File: src/rtl/ualu_pkg.sv
package ualu_pkg;

  localparam int FN_W = 4;

  typedef enum logic [FN_W-1:0] {
    FN_ADD   = 4'd0,
    FN_ADC   = 4'd1,
    FN_SUB   = 4'd2,
    FN_SBB   = 4'd3,
    FN_ASL   = 4'd4,
    FN_ROL   = 4'd5,
    FN_RSV6  = 4'd6,
    FN_RSV7  = 4'd7,
    FN_PASSA = 4'd8,
    FN_PASSB = 4'd9,
    FN_AND   = 4'd10,
    FN_OR    = 4'd11,
    FN_NOTA  = 4'd12,
    FN_XOR   = 4'd13,
    FN_MATCH = 4'd14,
    FN_RSV15 = 4'd15
  } fn_e;

  typedef enum logic [1:0] {
    CIN_ZERO = 2'd0,
    CIN_ONE  = 2'd1,
    CIN_FLAG = 2'd2
  } cin_e;

  typedef enum logic [2:0] {
    LOP_PASSA = 3'd0,
    LOP_PASSB = 3'd1,
    LOP_AND   = 3'd2,
    LOP_OR    = 3'd3,
    LOP_NOTA  = 3'd4,
    LOP_XOR   = 3'd5,
    LOP_XNOR  = 3'd6,
    LOP_ZERO  = 3'd7
  } lop_e;

  typedef struct packed {
    logic arith;     // arithmetic mode, taken from code bit 3
    logic valid;     // code is defined
    logic invert_b;  // subtract path
    logic double_a;  // shift path: second operand is A
    cin_e cin_sel;
    lop_e lop;
  } dec_t;

endpackage

File: src/rtl/ualu_decode.sv
module ualu_decode
  import ualu_pkg::*;
(
  input  logic [FN_W-1:0] fn_code,
  output dec_t            dec
);

  fn_e fn;
  assign fn = fn_e'(fn_code);

  always_comb begin
    dec          = '0;
    dec.arith    = ~fn_code[FN_W-1];
    dec.valid    = 1'b1;
    dec.cin_sel  = CIN_ZERO;
    dec.lop      = LOP_ZERO;
    unique case (fn)
      FN_ADD:   dec.cin_sel = CIN_ZERO;
      FN_ADC:   dec.cin_sel = CIN_FLAG;
      FN_SUB: begin
        dec.invert_b = 1'b1;
        dec.cin_sel  = CIN_ONE;
      end
      FN_SBB: begin
        dec.invert_b = 1'b1;
        dec.cin_sel  = CIN_FLAG;
      end
      FN_ASL: begin
        dec.double_a = 1'b1;
        dec.cin_sel  = CIN_ZERO;
      end
      FN_ROL: begin
        dec.double_a = 1'b1;
        dec.cin_sel  = CIN_FLAG;
      end
      FN_PASSA: dec.lop = LOP_PASSA;
      FN_PASSB: dec.lop = LOP_PASSB;
      FN_AND:   dec.lop = LOP_AND;
      FN_OR:    dec.lop = LOP_OR;
      FN_NOTA:  dec.lop = LOP_NOTA;
      FN_XOR:   dec.lop = LOP_XOR;
      FN_MATCH: dec.lop = LOP_XNOR;
      default:  dec.valid = 1'b0;
    endcase
  end

endmodule

File: src/rtl/ualu_core.sv
module ualu_core
  import ualu_pkg::*;
#(
  parameter int W = 8
) (
  input  logic [W-1:0] a,
  input  logic [W-1:0] b,
  input  dec_t         dec,
  input  logic         flag,
  output logic [W-1:0] res,
  output logic         cout,
  output logic         cin_bit,
  output logic         match_all
);

  localparam int SUM_W = W + 1;

  function automatic logic [SUM_W-1:0] add_chain(
    input logic [W-1:0] x,
    input logic [W-1:0] y,
    input logic         c
  );
    return {1'b0, x} + {1'b0, y} + {{W{1'b0}}, c};
  endfunction

  function automatic logic [W-1:0] logic_op(
    input lop_e         op,
    input logic [W-1:0] x,
    input logic [W-1:0] y
  );
    logic [W-1:0] r;
    case (op)
      LOP_PASSA: r = x;
      LOP_PASSB: r = y;
      LOP_AND:   r = x & y;
      LOP_OR:    r = x | y;
      LOP_NOTA:  r = ~x;
      LOP_XOR:   r = x ^ y;
      LOP_XNOR:  r = ~(x ^ y);
      default:   r = '0;
    endcase
    return r;
  endfunction

  logic [W-1:0]     op2;
  logic [SUM_W-1:0] sum;
  logic [W-1:0]     bit_match;

  always_comb begin
    unique case (dec.cin_sel)
      CIN_ONE:  cin_bit = 1'b1;
      CIN_FLAG: cin_bit = flag;
      default:  cin_bit = 1'b0;
    endcase
  end

  assign op2 = dec.double_a ? a : (dec.invert_b ? ~b : b);
  assign sum = add_chain(a, op2, cin_bit);

  always_comb begin
    if (!dec.valid)     res = '0;
    else if (dec.arith) res = sum[W-1:0];
    else                res = logic_op(dec.lop, a, b);
  end

  assign cout = sum[SUM_W-1];

  for (genvar i = 0; i < W; i++) begin : g_match
    assign bit_match[i] = ~(a[i] ^ b[i]);
  end
  assign match_all = &bit_match;

endmodule

File: src/rtl/ualu_flag.sv
module ualu_flag (
  input  logic clk,
  input  logic rst_n,
  input  logic upd,
  input  logic cout,
  output logic flag_q
);

  always_ff @(posedge clk) begin
    if (!rst_n)   flag_q <= 1'b0;
    else if (upd) flag_q <= cout;
  end

endmodule

File: src/rtl/ualu_engine.sv
module ualu_engine
  import ualu_pkg::*;
#(
  parameter int W = 8
) (
  input  logic            clk,
  input  logic            rst_n,
  input  logic [W-1:0]    din_i,
  input  logic            a_ld_i,
  input  logic            b_ld_i,
  input  logic [FN_W-1:0] fn_i,
  input  logic            fn_ld_i,
  input  logic            rd_i,
  output logic [W-1:0]    result_o,
  output logic            carry_o,
  output logic            sign_o,
  output logic            eq_o
);

  localparam int MSB = W - 1;

  logic [W-1:0]    a_q;
  logic [W-1:0]    b_q;
  logic [FN_W-1:0] fn_q;
  logic [W-1:0]    res_q;
  dec_t            dec;
  logic [W-1:0]    res_d;
  logic            cout;
  logic            cin_bit;
  logic            match_all;
  logic            carry_upd;
  logic            cin_used;

  always_ff @(posedge clk) begin
    if (!rst_n) begin
      a_q  <= '0;
      b_q  <= '0;
      fn_q <= '0;
    end else begin
      if (a_ld_i)  a_q  <= din_i;
      if (b_ld_i)  b_q  <= din_i;
      if (fn_ld_i) fn_q <= fn_i;
    end
  end

  ualu_decode u_dec (
    .fn_code (fn_q),
    .dec     (dec)
  );

  ualu_core #(.W(W)) u_core (
    .a         (a_q),
    .b         (b_q),
    .dec       (dec),
    .flag      (carry_o),
    .res       (res_d),
    .cout      (cout),
    .cin_bit   (cin_bit),
    .match_all (match_all)
  );

  assign carry_upd = rd_i & dec.arith & dec.valid;
  assign cin_used  = carry_upd & cin_bit;

  ualu_flag u_flag (
    .clk    (clk),
    .rst_n  (rst_n),
    .upd    (carry_upd),
    .cout   (cout),
    .flag_q (carry_o)
  );

  always_ff @(posedge clk) begin
    if (!rst_n)    res_q <= '0;
    else if (rd_i) res_q <= res_d;
  end

  assign result_o = res_q;
  assign sign_o   = res_q[MSB];
  assign eq_o     = match_all;

endmodule

File: config.mk
export PLATFORM = sky130hd
export DESIGN_NAME = ualu_engine
export DESIGN_NICKNAME = d
export VERILOG_FILES = /design/src/rtl/ualu_pkg.sv /design/src/rtl/ualu_decode.sv /design/src/rtl/ualu_core.sv /design/src/rtl/ualu_flag.sv /design/src/rtl/ualu_engine.sv
export SDC_FILE = /design/constraint.sdc
export NUM_CORES = 1
export LEC_CHECK = 0
export ABC_AREA = 1
export BUFFER_PORTS_ARGS = -buffer_cell sky130_fd_sc_hd__buf_2
export CORE_MARGIN = 8
export CORE_UTILIZATION = 62
export DETAILED_ROUTE_END_ITERATION = 12
export PLACE_DENSITY = 0.84
export SYNTH_ARGS = -nofsm -noshare
export SYNTH_HDL_FRONTEND = slang
export SYNTH_SLANG_ARGS = --single-unit
File: constraint.sdc
create_clock -name clk -period 4.9 [get_ports clk]
set_clock_uncertainty 0.1 [all_clocks]
set_input_delay 0.98 -clock clk [delete_from_list [all_inputs] [get_ports clk]]
set_output_delay 0.98 -clock clk [all_outputs]
set_load 0.01 [all_outputs]
* After elaboration in Yosys (flattened, before gate mapping) *
Index checks and enable logic that the tools add are counted.

operators by class
  $add $sub $neg = 2
  equality and inequality tests = 20
  multiplexer cells = 11
  bitwise gates (word level) = 25
  reductions and logical operators = 7

operators with widths
  operator                                             number
  case mux 8 bit (7 select lines)                      1
  two-way mux 8 bit                                    4
  equality test 4 bit, second input constant           7
  inverter 8 bit                                       3
  case mux 3 bit (7 select lines)                      1
  OR reduction 13 bit                                  1
  adder 8 x 8 -> 9 bit                                 1
  adder 9 x 1 -> 9 bit                                 1
  equality test 3 bit, second input constant           3
  inverter 1 bit                                       9
  AND 8 bit                                            1
  equality test 4 x 2 -> 1 bit, second input constant  2
  equality test 4 x 3 -> 1 bit, second input constant  2
  OR 8 bit                                             1
  AND reduction 8 bit                                  1
  XOR 1 bit                                            8
  XOR 8 bit                                            1
  equality test 3 x 2 -> 1 bit, second input constant  2
  equality test 4 x 1 -> 1 bit, second input constant  1
  zero test 4 bit                                      1
  case mux 2 bit (2 select lines)                      1
  OR reduction 2 bit                                   2
  equality test 3 x 1 -> 1 bit, second input constant  1
  zero test 3 bit                                      1
  6 further kinds                                      9

word-level totals
  flip-flop bits (word level) = 29
  input bits = 18
  output and inout bits = 11
  word-level logic and storage cells = 70

* Logic depth before layout (Yosys ltp) *
  depth after elaboration = 9
  mapped depth = 17
  depth with buffers taken out = 16

* By module *
From an unflattened synthesis, not the netlist that was laid out.

second synthesis, totals
  cell total of the unflattened synthesis = 479
  area, all modules = 2,836.5 um^2

modules (own cells, without submodules)
  module       instances  cells an instance  area each (um^2)  seq. area each (um^2)
  ualu_core    1          283                1,531.5           0.0
  ualu_engine  1          172                1,196.1           560.5
  ualu_decode  1          18                 67.6              0.0
  ualu_flag    1          6                  41.3              20.0

* Worst setup path before layout *
No wires, ideal clock.

  kind = register -> register
  from = register fn_q[3]
  to = register res_q[2], in the netlist result_o[2]
  setup time = 121 ps
  arrival time = 2,609 ps
  data required time = 4,679 ps
  path slack = 2,070 ps
  cell stages (with the launch flop) = 15
  path buffers = 2
  cell sequence = dfxtp_1 > buf_6 > buf_2 > nor3_1 > inv_1 > ha_1 > a21oi_1 > nor2_1 > fa_1 > fa_1 > or2_2 > a21oi_1 > nor2_1 > nand2_1 > a21oi_1

between the ends
  cells in the longest elaborated chain, start to end = 9
  elaborated cells on any way between the ends = 39

ends and longest elaborated chain
  item                                 line               source
  start, declared                      ualu_engine.sv:24  logic [FN_W-1:0] fn_q;
  start signal, assigned               ualu_engine.sv:42  if (fn_ld_i) fn_q <= fn_i;
  equality test 4 x 2 -> 1 bit         ualu_decode.sv:17  unique case (fn)
  OR reduction 2 bit (no source line)  -
  two-way mux 1 bit                    ualu_decode.sv:17
  two-way mux 8 bit (2 in a row)       ualu_core.sv:57    assign op2 = dec.double_a ? a : (dec.invert_b ? ~b : b);
  adder 8 x 8 -> 9 bit                 ualu_core.sv:23    return {1'b0, x} + {1'b0, y} + {{W{1'b0}}, c};
  adder 9 x 1 -> 9 bit                 ualu_core.sv:23
  two-way mux 8 bit                    ualu_core.sv:62    else if (dec.arith) res = sum[W-1:0];
  two-way mux 8 bit (*)                ualu_core.sv:61    if (!dec.valid) res = '0;
  end signal, assigned                 ualu_engine.sv:75  else if (rd_i) res_q <= res_d;
  end, declared                        ualu_engine.sv:25  logic [W-1:0] res_q;

Every way passes the cells marked *; elsewhere a longest branch is shown, timed or not.
A chain may end at the register's enable or synchronous reset.

* Worst setup path after layout *
Same ends and word-level chain as after synthesis.

==> summary.md <==
| Metric | Value |
|---|---|
| Global-route usage over all layers | 19.8% |
| Die extent in x | 79.7 µm |
| Share of post-route cells with drive strength above 1 | 14.1% |
| TritonCTS clock tree | done |
| Worst Path Required | 4.97 ns |
| Most common library cell in the layout ignoring fill and taps | nand2_1 |
| Number of antenna violations at the first check in global routing | 0 |
| Count of final hold-check violations | 0 |
| Warning count from the yosys run | 0 |
| Detailed placer's ending HPWL | 4640 µm |
| Post-Synth XOR/XNOR Area | 3.49% |
| Clock-pin slew of the registers on the worst-case setup and hold paths | 0.06 ns |
| Total setup violations reported at the end of the flow | 0 |
| Power after layout | 0.000685 W |
| RSZ-0062 raised after global routing | no |
| Run status | completed |
| Sequential share of the synthesized area | 23.1% |
| Global placement routability congestion | 0.913 |
| Inserted Clock Buffers | 5 |
| Post-synthesis mux area share | 0% |
| Post-synthesis cell type count | 34 |
| Ant. Diodes | 0 |
| Detailed Route WL | 6100 µm |
| Total of max-cap violations | 0 |
| Syn Std Cell Area | 2510 µm² |
| Post-route ant nets | 0 |
| Compound-cell area share of the yosys netlist | 17.3% |
| Routed len/inst | 13.2 µm |
| Pins Over Slew Limit | 0 |
| Die ar. | 6340 µm² |
| First-pass GRT wire length | 10200 µm |
| Syn Area/Cell | 6.53 µm² |
| Via count of the first global-routing pass | 2278 |
| Vias post-DR | 2498 |
| Die Span Y | 79.7 µm |
| Dominant combinational cell family by area after synthesis | simple AND/OR/NAND/NOR gates |
| Kind of end point of the critical path | flip-flop |
| Hold Buf Count CTS | 0 |
| Final critical-path share of the clock period | 69.9% |
| Initial Util | 63.7% |
| Pre-antenna DRT Iters | 5 |
| Syn_nets | 430 |
| FMAX | 292 MHz |
| Area growth syn-to-layout | 8.62% |
| Clk Latency, worst-skew pair | 0.28 ns |
| Adder and majority gate portion of the synthesized area | 14.0% |
| Worst voltage drop across the vdd grid | 0.000165 V |
| Setup bufs post-CTS | 0 |
| Root cell of the clock tree | clkbuf_8 |
| Highest-count cells in the layout ignoring fill and taps | nand2_1 (95), inv_1 (50), a21oi_1 (36) |
| Setup Total Neg Slack | 0 ns |
| Number of buffers added on ports | 28 |
| Type of origin of the critical path | flip-flop |
| Data arrival time of the critical path | 3.49 ns |
| Remaining Overflow, GRT | 0 |
| Basic-gate share of the synthesized area counting and, or, nand and nor cells | 30.1% |
| Max_slew headroom | 39.2% |
| CTS sink count | 29 |
| Pin count of the biggest net entering global routing | 24 |
| Max Root-Sink Buffers | 2 |
| Vias per inst | 5.42 |
| Type of the worst setup path | flip-flop to flip-flop |
| Core ar. | 3940 µm² |
| Number of flip-flops and latches in the synthesized netlist | 29 |
| # H-tree levels | 2 |
| Post-detailed-route DRC marker count | 0 |
| Number of instances in the synthesized netlist | 385 |
| Initial drt markers | 182 |
| Reported leakage power | 1.36 nW |
| Path class of the lowest-slack min-delay path | flip-flop to flip-flop |
| Fin nets | 455 |
| Max FO, Critical Path | 17 |
| Min cycle time layout | 3.42 ns |
| Rows | 23 |
| Num ports | 29 |
| Worst slew pin tran | 0.911 ns |
| Count of cells resized by post-cts repair | 0 |
| Power per Cell Area | 251 nW/µm² |
## metrics by stage
stage                     worst slack (ns)  cells  util (%)  cell area [µm²]  hold WS, ns
after floorplan                       2.07    385         -             2510        0.390
after global placement                1.59    453      67.2             2650        0.348
after detailed placement              1.52    453      67.2             2650        0.353
after CTS                             1.49    461      69.2             2730        0.363
after global routing                  1.25    461      69.2             2730        0.383
final                                 1.48    461      69.2             2730        0.360
## worst paths after layout
check | from | end | slack [ns] | cells after the start
max | fn_q[3] | result_o[2] | 1.48 | 9
min | result_o[5] | result_o[5] | 0.36 | 2
max reg2reg | fn_q[3] | result_o[2] | 1.48 | 9
min reg2reg | result_o[5] | result_o[5] | 0.36 | 2
## cells by family (layout without fill, tap and decap cells)
group           after synthesis  in the layout
simple gates                165            165
compound gates               84             84
buf+inv                      70             96
flops                        29             29
fa+ha+maj                    27             27
xor+xnor                     10             10
## metal layers
layer  wire (µm)  global-route usage [%]  share of wire (%)
met1        2720                    24.7                 45
met2        2810                    32.8                 46
met3         500                    4.84                8.2
met4          70                    5.93                1.1
met5           0                       0                  0
## layout make-up
cell class	count	area [µm²]
Multi-Input combinational cell	286	1630
Fill cell	352	1210
Sequential cell	29	581
Inverter	60	233
Timing Repair Buffer	28	140
Clock buffer	8	80.1
Tap cell	50	62.6
## flip-flops by register name, indices dropped and copies added (netlist names)
name	count
result_o	8
u_flag.flag_q	1
b_q	8
a_q	8
fn_q	4
## report_power, final
part / switching, W / internal, W
clock: 0.0000913 / 0.000101
sequential: 0.0000237 / 0.000256
combinational: 0.000132 / 0.0000822
total: 0.000247 / 0.000439
## worst max-delay path: stages (launching register included)
cell and delay, ns:
dfxtp_1 0.60, nor3_2 0.76, o21ai_0 0.28, fa_1 0.49
fa_1 0.44, or2_2 0.31, a21oi_1 0.13, nor2_1 0.07
nand2_1 0.07, a21oi_1 0.05
## synth_stat cells
cell / number / area [µm²]
nand2_1: 95 / 357
inv_1: 50 / 188
a21oi_1: 36 / 180
o21ai_0: 33 / 165
dfxtp_1: 29 / 581
ha_1: 25 / 313
nand3_1: 25 / 125
nor2_1: 20 / 75.1
o21ai_1: 11 / 55.1
xor2_1: 8 / 70.1
inv_2: 5 / 18.8
nand2_2: 5 / 31.3
nand4_1: 4 / 25.0
nor2_4: 4 / 45.0
buf_6: 3 / 33.8
inv_4: 3 / 18.8
o22ai_1: 3 / 18.8
buf_1: 2 / 7.51
buf_2: 2 / 10.0
clkbuf_1: 2 / 7.51
clkinv_1: 2 / 7.51
fa_1: 2 / 40.0
nand2_4: 2 / 22.5
nor2_2: 2 / 12.5
nor3_1: 2 / 10.0
xnor2_1: 2 / 17.5
a21oi_4: 1 / 16.3
buf_4: 1 / 7.51
nand3b_1: 1 / 7.51
nor3_2: 1 / 10.0
nor3_4: 1 / 16.3
nor3b_1: 1 / 7.51
nor4_1: 1 / 6.26
or2_2: 1 / 6.26
(Power assumes the default switching activity.)
